## config.mk

```make
export PLATFORM = sky130hd
export DESIGN_NAME = amem_strobe_gen
export DESIGN_NICKNAME = d
export VERILOG_FILES = /design/src/rtl/amem_pkg.sv /design/src/rtl/amem_cfg_decode.sv /design/src/rtl/amem_phase_seq.sv /design/src/rtl/amem_ready_sync.sv /design/src/rtl/amem_strobe_gen.sv
export SDC_FILE = /design/constraint.sdc
export NUM_CORES = 1
export LEC_CHECK = 0
export BUFFER_PORTS_ARGS = -buffer_cell sky130_fd_sc_hd__buf_2
export CORE_MARGIN = 5
export CORE_UTILIZATION = 45
export DETAILED_ROUTE_END_ITERATION = 12
export PLACE_DENSITY = 0.76
export SLEW_MARGIN = 20
export SYNTH_ARGS = -nofsm -noshare
export SYNTH_HDL_FRONTEND = slang
export SYNTH_HIERARCHICAL = 1
export SYNTH_SLANG_ARGS = --single-unit
```

## constraint.sdc

```tcl
create_clock -name clk -period 2.9 [get_ports clk]
set_input_delay 0.58 -clock clk [delete_from_list [all_inputs] [get_ports clk]]
set_output_delay 0.58 -clock clk [all_outputs]
set_load 0.02 [all_outputs]
```

## src/rtl/amem_pkg.sv

```systemverilog
package amem_pkg;

    // Shared down-counter width, wide enough for the largest field (6 bits)
    localparam int CNT_W = 6;

    // Timing word field positions, as software programs them
    localparam int WR_SETUP_LSB  = 26;
    localparam int WR_SETUP_W    = 4;
    localparam int WR_STROBE_LSB = 20;
    localparam int WR_STROBE_W   = 6;
    localparam int WR_HOLD_LSB   = 17;
    localparam int WR_HOLD_W     = 3;
    localparam int RD_SETUP_LSB  = 13;
    localparam int RD_SETUP_W    = 4;
    localparam int RD_STROBE_LSB = 7;
    localparam int RD_STROBE_W   = 6;
    localparam int RD_HOLD_LSB   = 4;
    localparam int RD_HOLD_W     = 3;
    localparam int TURN_LSB      = 2;
    localparam int TURN_W        = 2;

    typedef enum logic [2:0] {
        PH_IDLE   = 3'd0,
        PH_SETUP  = 3'd1,
        PH_STROBE = 3'd2,
        PH_HOLD   = 3'd3,
        PH_TURN   = 3'd4
    } phase_e;

    typedef struct packed {
        logic [CNT_W-1:0] setup;
        logic [CNT_W-1:0] strobe;
        logic [CNT_W-1:0] hold;
    } dir_timing_t;

    typedef struct packed {
        dir_timing_t      wr;
        dir_timing_t      rd;
        logic [CNT_W-1:0] turn;
    } timing_t;

endpackage

```

## src/rtl/amem_cfg_decode.sv

```systemverilog
module amem_cfg_decode
    import amem_pkg::*;
(
    input  logic [31:0] cfg_i,
    output timing_t     tim_o
);

    // Reserved top bits and the bus-size field play no part in timing
    logic unused_cfg_bits;
    assign unused_cfg_bits = ^{cfg_i[31:30], cfg_i[1:0]};

    always_comb begin
        tim_o.wr.setup  = CNT_W'(cfg_i[WR_SETUP_LSB  +: WR_SETUP_W]);
        tim_o.wr.strobe = CNT_W'(cfg_i[WR_STROBE_LSB +: WR_STROBE_W]);
        tim_o.wr.hold   = CNT_W'(cfg_i[WR_HOLD_LSB   +: WR_HOLD_W]);
        tim_o.rd.setup  = CNT_W'(cfg_i[RD_SETUP_LSB  +: RD_SETUP_W]);
        tim_o.rd.strobe = CNT_W'(cfg_i[RD_STROBE_LSB +: RD_STROBE_W]);
        tim_o.rd.hold   = CNT_W'(cfg_i[RD_HOLD_LSB   +: RD_HOLD_W]);
        tim_o.turn      = CNT_W'(cfg_i[TURN_LSB      +: TURN_W]);
    end

endmodule

```

## src/rtl/amem_phase_seq.sv

```systemverilog
module amem_phase_seq
    import amem_pkg::*;
(
    input  logic    clk,
    input  logic    rst_n,
    input  logic    start_i,
    input  logic    wr_i,
    input  timing_t tim_i,
    output phase_e  phase_o,
    output logic    last_o,
    output logic    wr_o
);

    typedef struct packed {
        phase_e           phase;
        logic [CNT_W-1:0] cnt;
        dir_timing_t      dir;
        logic [CNT_W-1:0] turn;
        logic             wr;
    } seq_t;

    localparam seq_t SEQ_RST = '{phase: PH_IDLE, default: '0};

    seq_t seq_d, seq_q;
    logic cnt_zero;

    assign cnt_zero = (seq_q.cnt == '0);

    always_comb begin
        seq_d = seq_q;
        case (seq_q.phase)
            PH_IDLE: begin
                if (start_i) begin
                    seq_d.phase = PH_SETUP;
                    seq_d.wr    = wr_i;
                    seq_d.dir   = wr_i ? tim_i.wr : tim_i.rd;
                    seq_d.turn  = tim_i.turn;
                    seq_d.cnt   = wr_i ? tim_i.wr.setup : tim_i.rd.setup;
                end
            end
            PH_SETUP: begin
                if (cnt_zero) begin
                    seq_d.phase = PH_STROBE;
                    seq_d.cnt   = seq_q.dir.strobe;
                end else begin
                    seq_d.cnt = seq_q.cnt - CNT_W'(1);
                end
            end
            PH_STROBE: begin
                if (cnt_zero) begin
                    seq_d.phase = PH_HOLD;
                    seq_d.cnt   = seq_q.dir.hold;
                end else begin
                    seq_d.cnt = seq_q.cnt - CNT_W'(1);
                end
            end
            PH_HOLD: begin
                if (cnt_zero) begin
                    seq_d.phase = PH_TURN;
                    seq_d.cnt   = seq_q.turn;
                end else begin
                    seq_d.cnt = seq_q.cnt - CNT_W'(1);
                end
            end
            PH_TURN: begin
                if (cnt_zero) begin
                    seq_d.phase = PH_IDLE;
                end else begin
                    seq_d.cnt = seq_q.cnt - CNT_W'(1);
                end
            end
            default: seq_d = SEQ_RST;
        endcase
    end

    always_ff @(posedge clk or negedge rst_n) begin
        if (!rst_n) begin
            seq_q <= SEQ_RST;
        end else begin
            seq_q <= seq_d;
        end
    end

    assign phase_o = seq_q.phase;
    assign last_o  = cnt_zero;
    assign wr_o    = seq_q.wr;

endmodule

```

## src/rtl/amem_ready_sync.sv

```systemverilog
module amem_ready_sync #(
    parameter int STAGES = 2
) (
    input  logic clk,
    input  logic rst_n,
    input  logic rdy_i,
    output logic rdy_o
);

    logic [STAGES-1:0] sync_d, sync_q;

    always_comb begin
        sync_d = (sync_q << 1) | STAGES'(rdy_i);
    end

    always_ff @(posedge clk or negedge rst_n) begin
        if (!rst_n) begin
            sync_q <= '0;
        end else begin
            sync_q <= sync_d;
        end
    end

    assign rdy_o = sync_q[STAGES-1];

endmodule

```

## src/rtl/amem_strobe_gen.sv

```systemverilog
module amem_strobe_gen
    import amem_pkg::*;
#(
    parameter int DATA_W      = 8,
    parameter int ADDR_W      = 16,
    parameter int SYNC_STAGES = 2
) (
    input  logic              clk,
    input  logic              rst_n,
    input  logic [31:0]       cfg_word,
    input  logic              req_valid,
    output logic              req_ack,
    input  logic              req_write,
    input  logic              req_cmd_latch,
    input  logic              req_addr_latch,
    input  logic [ADDR_W-1:0] req_addr,
    input  logic [DATA_W-1:0] req_wdata,
    output logic              rsp_valid,
    output logic [DATA_W-1:0] rsp_rdata,
    output logic              mem_cs_n,
    output logic              mem_re_n,
    output logic              mem_we_n,
    output logic              mem_cle,
    output logic              mem_ale,
    output logic [ADDR_W-1:0] mem_addr,
    output logic [DATA_W-1:0] mem_dout,
    output logic              mem_doe,
    input  logic [DATA_W-1:0] mem_din,
    input  logic              mem_rdy,
    output logic              dev_ready
);

    typedef struct packed {
        logic [ADDR_W-1:0] addr;
        logic [DATA_W-1:0] wdata;
        logic              cle;
        logic              ale;
        logic [DATA_W-1:0] rdata;
        logic              done;
    } acc_t;

    timing_t tim;
    phase_e  phase;
    logic    last;
    logic    acc_wr;
    logic    accept;
    logic    in_access;
    acc_t    acc_d, acc_q;

    amem_cfg_decode u_decode (
        .cfg_i (cfg_word),
        .tim_o (tim)
    );

    assign accept = req_valid && (phase == PH_IDLE);

    amem_phase_seq u_seq (
        .clk     (clk),
        .rst_n   (rst_n),
        .start_i (accept),
        .wr_i    (req_write),
        .tim_i   (tim),
        .phase_o (phase),
        .last_o  (last),
        .wr_o    (acc_wr)
    );

    amem_ready_sync #(
        .STAGES (SYNC_STAGES)
    ) u_rdy (
        .clk   (clk),
        .rst_n (rst_n),
        .rdy_i (mem_rdy),
        .rdy_o (dev_ready)
    );

    // Next-state for the access record, read capture and completion pulse
    always_comb begin
        acc_d      = acc_q;
        acc_d.done = 1'b0;
        if (accept) begin
            acc_d.addr  = req_addr;
            acc_d.wdata = req_wdata;
            acc_d.cle   = req_cmd_latch;
            acc_d.ale   = req_addr_latch;
        end
        if ((phase == PH_STROBE) && last && !acc_wr) begin
            acc_d.rdata = mem_din;
        end
        if ((phase == PH_HOLD) && last) begin
            acc_d.done = 1'b1;
        end
    end

    always_ff @(posedge clk or negedge rst_n) begin
        if (!rst_n) begin
            acc_q <= '0;
        end else begin
            acc_q <= acc_d;
        end
    end

    // Pin decode straight from registered phase state
    assign in_access = (phase == PH_SETUP) || (phase == PH_STROBE) || (phase == PH_HOLD);
    assign req_ack   = (phase == PH_IDLE);
    assign mem_cs_n  = !in_access;
    assign mem_re_n  = !((phase == PH_STROBE) && !acc_wr);
    assign mem_we_n  = !((phase == PH_STROBE) && acc_wr);
    assign mem_cle   = in_access && acc_q.cle;
    assign mem_ale   = in_access && acc_q.ale;
    assign mem_addr  = in_access ? acc_q.addr : '0;
    assign mem_doe   = in_access && acc_wr;
    assign mem_dout  = (in_access && acc_wr) ? acc_q.wdata : '0;
    assign rsp_valid = acc_q.done;
    assign rsp_rdata = acc_q.rdata;

endmodule

```

[Word-level counts from Yosys, hierarchy flattened]
Index checks and enable logic that the tools add are counted.
W data, S select, Z words.
Cells by class
  add/subtract/negate cells: 1
  equal/unequal tests: 10
  mux-type cells: 16
  bitwise gates (word level): 2
  reductions and logical operators: 21
Operators by type and width (count)
  $pmux W9 S5: 1
  $pmux W19 S2: 1
  $mux W34: 1
  $mux W16: 2
  $mux W6: 4
  $mux W3: 4
  $ne A2 B2 Y1 const B: 5
  $logic_and A1 B1 Y1: 9
  $mux W8: 1
  $eq A3 B2 Y1 const B: 2
  $logic_not A6 Y1: 1
  $sub A6 B1 Y6 const B: 1
  $reduce_and A5 Y1: 1
  $logic_not A1 Y1: 4
  $mux W4: 1
  $reduce_and A2 Y1: 2
  $reduce_or A4 Y1: 1
  $eq A3 B1 Y1 const B: 1
  $eq A3 B3 Y1 const B: 1
  $logic_not A3 Y1: 1
  $logic_or A1 B1 Y1: 2
  $ne A2 B1 Y1 const B: 1
  $or A2 B1 Y2: 1
  $mux W1: 1
  $not A1 Y1: 1
Word-level totals
  bits in registers: 65
  word-level logic and storage cells: 63

[Logic depth before layout (Yosys ltp)]
  depth in word-level cells: 5
  gate-level depth with buffers: 11

[By module]
Netlist, hierarchy kept.
By module, submodules not included
  amem_phase_seq: instances 1, cells an instance 196, area each 1801.7 um^2, sequential area each 700.7 um^2
  amem_strobe_gen: instances 1, cells an instance 122, area each 1636.6 um^2, sequential area each 875.8 um^2
  amem_cfg_decode: instances 1, cells an instance 43, area each 319.1 um^2, sequential area each 0.0 um^2
  amem_ready_sync: instances 1, cells an instance 2, area each 50.0 um^2, sequential area each 50.0 um^2

[Worst setup path before layout]
OpenSTA, ideal clock, no wires.
  kind: register to register
  start point: register u_seq.seq_q (netlist bit u_seq/phase_o[0])
  end point: register u_seq.seq_q (netlist bit u_seq/wr_o)
  setup time: 0.136 ns
  arrival: 2.561 ns
  path slack: 0.203 ns
  cell stages (with the launch flop): 12
  buffers on the path: 5
  path through: dfrtp_1 buf_4 nor3_1 and2_1 buf_4 buf_4 nor2b_1 mux2i_1 clkbuf_1 clkbuf_1 nand2_1 o21ai_0
On the way
  word-level cells in the longest chain between the ends: 4
Ends and longest elaborated chain
  start, declared: line amem_phase_seq.sv:24  | seq_t seq_d, seq_q;
  start signal, assigned: line amem_phase_seq.sv:80  | seq_q <= seq_d;
  $logic_not A3 Y1
  via req_ack: line amem_strobe_gen.sv:12  | output logic req_ack,
  $logic_and A1 B1 Y1: line amem_strobe_gen.sv:55  | assign accept = req_valid && (phase == PH_IDLE);
  via accept: line amem_strobe_gen.sv:46  | logic accept;
  $ne A2 B1 Y1 (no source line)
  $reduce_and A2 Y1 (no source line)
The timed path passes the listed nets, and every way through them passes these cells.
A chain may end at the register's enable or synchronous reset.

[Worst setup path in the final report]
  start point: register u_seq/seq_q[25] in the netlist's numbering
  end point: register acc_q (netlist bit rsp_rdata[1])
On the way
  word-level cells in the longest chain between the ends: 3
Ends and longest elaborated chain
  $logic_not A6 Y1: line amem_phase_seq.sv:27  | assign cnt_zero = (seq_q.cnt == '0);
  via last: line amem_strobe_gen.sv:44  | logic last;
  $logic_and A1 B1 Y1 (2 in series): line amem_strobe_gen.sv:87  | if ((phase == PH_STROBE) && last && !acc_wr) begin
  end signal, assigned: line amem_strobe_gen.sv:97  | acc_q <= '0;
  end signal, assigned: line amem_strobe_gen.sv:99  | acc_q <= acc_d;
  end, declared: line amem_strobe_gen.sv:48  | acc_t acc_d, acc_q;
The timed path passes the listed nets, and every way through them passes these cells.

==> flow_summary.ini <==
[place]
place_congestion = 0.844
hpwl_um = 5860
dpl_cell_area_um2 = 4090
dp_slack_ps = 415
place.port_buffers = 107

[synthesis]
netlist_area_um2 = 3810
yosysSeqAreaShare_pct = 42.7
ys_ff_latch = 65
synthCells = 363
synth-edff-count = 0
synth_ff_type = dfrtp_1
async_reset_ff_share_pct = 100
ys_types = 45
yosysWarnings = 6
postSynthAreaPerCell_um2 = 10.5

[worst_setup_path]
crit_top_cell = or4b_4
start_kind = flop
r2r_start = u_seq/seq_q[25]
cp_cell_sequence = inv_1 -> ha_1 -> or4b_4 -> or2_1 -> inv_2 -> or4b_4 -> mux2_4
arrival_ps = 2720
cpPeakStageDelay_ps = 580
crit_start = u_seq/seq_q[25]
cp_max_fo = 8
critPathKind = reg -> reg
critPathSlowestCell = or4b_4
critPathCaptureType = flop
cp.required_ps = 3120

[routing]
wire_per_inst_um = 14.5
firstDrtPassIters = 4
drt_first_iter_violations = 108
drc = 0
num_vias = 2665
totalWireLength_um = 7790
detail-route-antenna-nets = 0
avgViaCountPerCell = 4.94

[final_layout]
fillCellCount = 750
area_growth_pct = 12.8
layout.nets = 502
layout_common_cells = buf_2, dfrtp_1, nand2_1
drive_gt1_share_pct = 42.9
final_common_cell = buf_2
antenna_cells = 0
stdcell_area_um2 = 4300

[clock_tree]
cts_hold_buf = 0
cts_setup_buffers = 0
clock_latency_ps = 330
cts.sinks = 65
clockBufferDepth = 2
clk_pin_slew_worst_paths_ps = 70
cts_tree = done
cts_root_buffer = clkbuf_8
numCtsBuffers = 9
cts-resized-gates = 0
cts_max_level = 3

[floorplan]
fp.dieH_um = 102
ios = 112
start_util_pct = 46.3
rows = 33
core_um2 = 8220
die_w_um = 102
dieArea_um2 = 10400

[timing]
slew_headroom_pct = 55.4
skew_ps = 6.49
rsz0062_at_grt = no
setup_viol = 0
drv_slew = 0
tightest_slew_ps = 669
layout_setup_ws_ps = 401
timing.fmax_mhz = 400
finalCritPeriodShare_pct = 86.2
hold_viol = 0
setup_tns_ps = 0
layout_min_cycle_time_ps = 2500

[pwr]
power.leakage_nw = 2.14
powerDensity_nw_per_um2 = 969
ir_drop_mv = 0.416

[global_route]
grt_start_max_net_pins = 39
grt_pass1_vias = 2683
overflow = 0
met2_usage_pct = 25.9
grt_usage_pct = 15.6
busiest_layer = met2
antenna_found_initial = 0
grt_pass1_wl_um = 12800
use_met1_pct = 20.1
grt_util_met3_pct = 4.03

[status]
status = finished, final reports clean

[run]
maxCapViolations = 0

[worst_hold_path]
min_path_type = in -> async
-- power breakdown --
| group | leakage, nW | internal, W | switching, W | total [W] |
|---|---|---|---|---|
| Combinational | 1.24 | 0.000854 | 0.000952 | 0.00181 |
| Clock | 0.0985 | 0.000421 | 0.000353 | 0.000774 |
| Sequential | 0.804 | 0.00132 | 0.000263 | 0.00158 |
| Total | 2.14 | 0.00259 | 0.00157 | 0.00416 |
-- registers in the layout (all words and copies together) (netlist names) --
register       flops
acc_q             26
rsp_rdata          8
rsp_valid          1
u_rdy/sync_q       2
u_seq/phase_o      3
u_seq/seq_q       24
u_seq/wr_o         1
-- area by class of cell --
class                           count  area, um2  area share, %
Tap cell                          105        131           3.06
Timing Repair Buffer              116        616           14.3
Sequential cell                    65       1630           37.9
Clock buffer                       10        138           3.20
Clock inverter                      6       67.6           1.57
Multi-Input combinational cell    232       1700           39.5
Inverter                            5       18.8          0.437
-- critical path, delay by kind of cell (launching register included) --
family	cells	cell delay [ps]
and+or+nand+nor	3	1290
buffers and inverters	2	200
adders and majority gates	1	140
muxes	1	340
DFF	1	430
-- routing by layer --
layer	wire, um	part of all wire, %	vias up
met2	3740	48	88
li1	-	-	1318
met5	0	0	-
met3	596	7.7	9
met1	3360	43	1250
met4	90	1.2	0
-- worst paths after layout --
kind                                   endpoint  slack [ps]  depth (start not counted)
worst max register to register     rsp_rdata[1]         400                          7
worst min register to register  u_rdy/sync_q[1]         350                          0
max in group asynchronous             acc_q[32]        1990                          2
worst min-delay path                  acc_q[19]         270                          1
worst max-delay path               rsp_rdata[1]         400                          7
min in group clk                u_rdy/sync_q[0]         350                          1
-- kinds of logic after synthesis --
group                      share of synthesized area (%)
xor gates and xnor gates                           0.460
adders and majority gates                          0.657
buffers and inverters                               14.1
muxes                                               17.6
other                                             0.0985
AOI/OAI and AO/OA                                   10.5
DFF                                                 42.7
and+or+nand+nor                                     13.8
-- cells in the mapped netlist (all sizes together) (2+ instances only) --
| library cell | n | area (um2) |
|---|---|---|
| and2 | 23 | 144 |
| a31oi | 3 | 18.8 |
| nor2 | 15 | 56.3 |
| xor2 | 2 | 17.5 |
| a22o | 5 | 43.8 |
| buf | 62 | 472 |
| ha | 2 | 25.0 |
| o21a | 2 | 15.0 |
| or4b | 2 | 27.5 |
| o21ai | 13 | 65.1 |
| nor2b | 3 | 18.8 |
| nor3 | 6 | 30.0 |
| a211oi | 3 | 27.5 |
| dfrtp | 65 | 1630 |
| o2111ai | 2 | 17.5 |
| mux2i | 18 | 180 |
| clkbuf | 12 | 45.0 |
| a21oi | 7 | 35.0 |
| or3 | 2 | 12.5 |
| o31ai | 14 | 105 |
| inv | 5 | 18.8 |
| or2 | 3 | 18.8 |
| mux2 | 41 | 492 |
| and3 | 8 | 50.1 |
| nand2 | 34 | 128 |
-- per-stage QoR --
stage          power (W)  instances  utilization (%)  hold WS, ps
4_1_cts          0.00422        539             52.3          292
3_5_place_dp     0.00343        523             49.8          345
6_report         0.00416        539             52.3          274
3_3_place_gp     0.00335        523             49.8          335
2_1_floorplan    0.00298        376                -          284
5_1_grt          0.00449        539             52.3          302
Note: power is estimated with default switching activity, not from simulation.
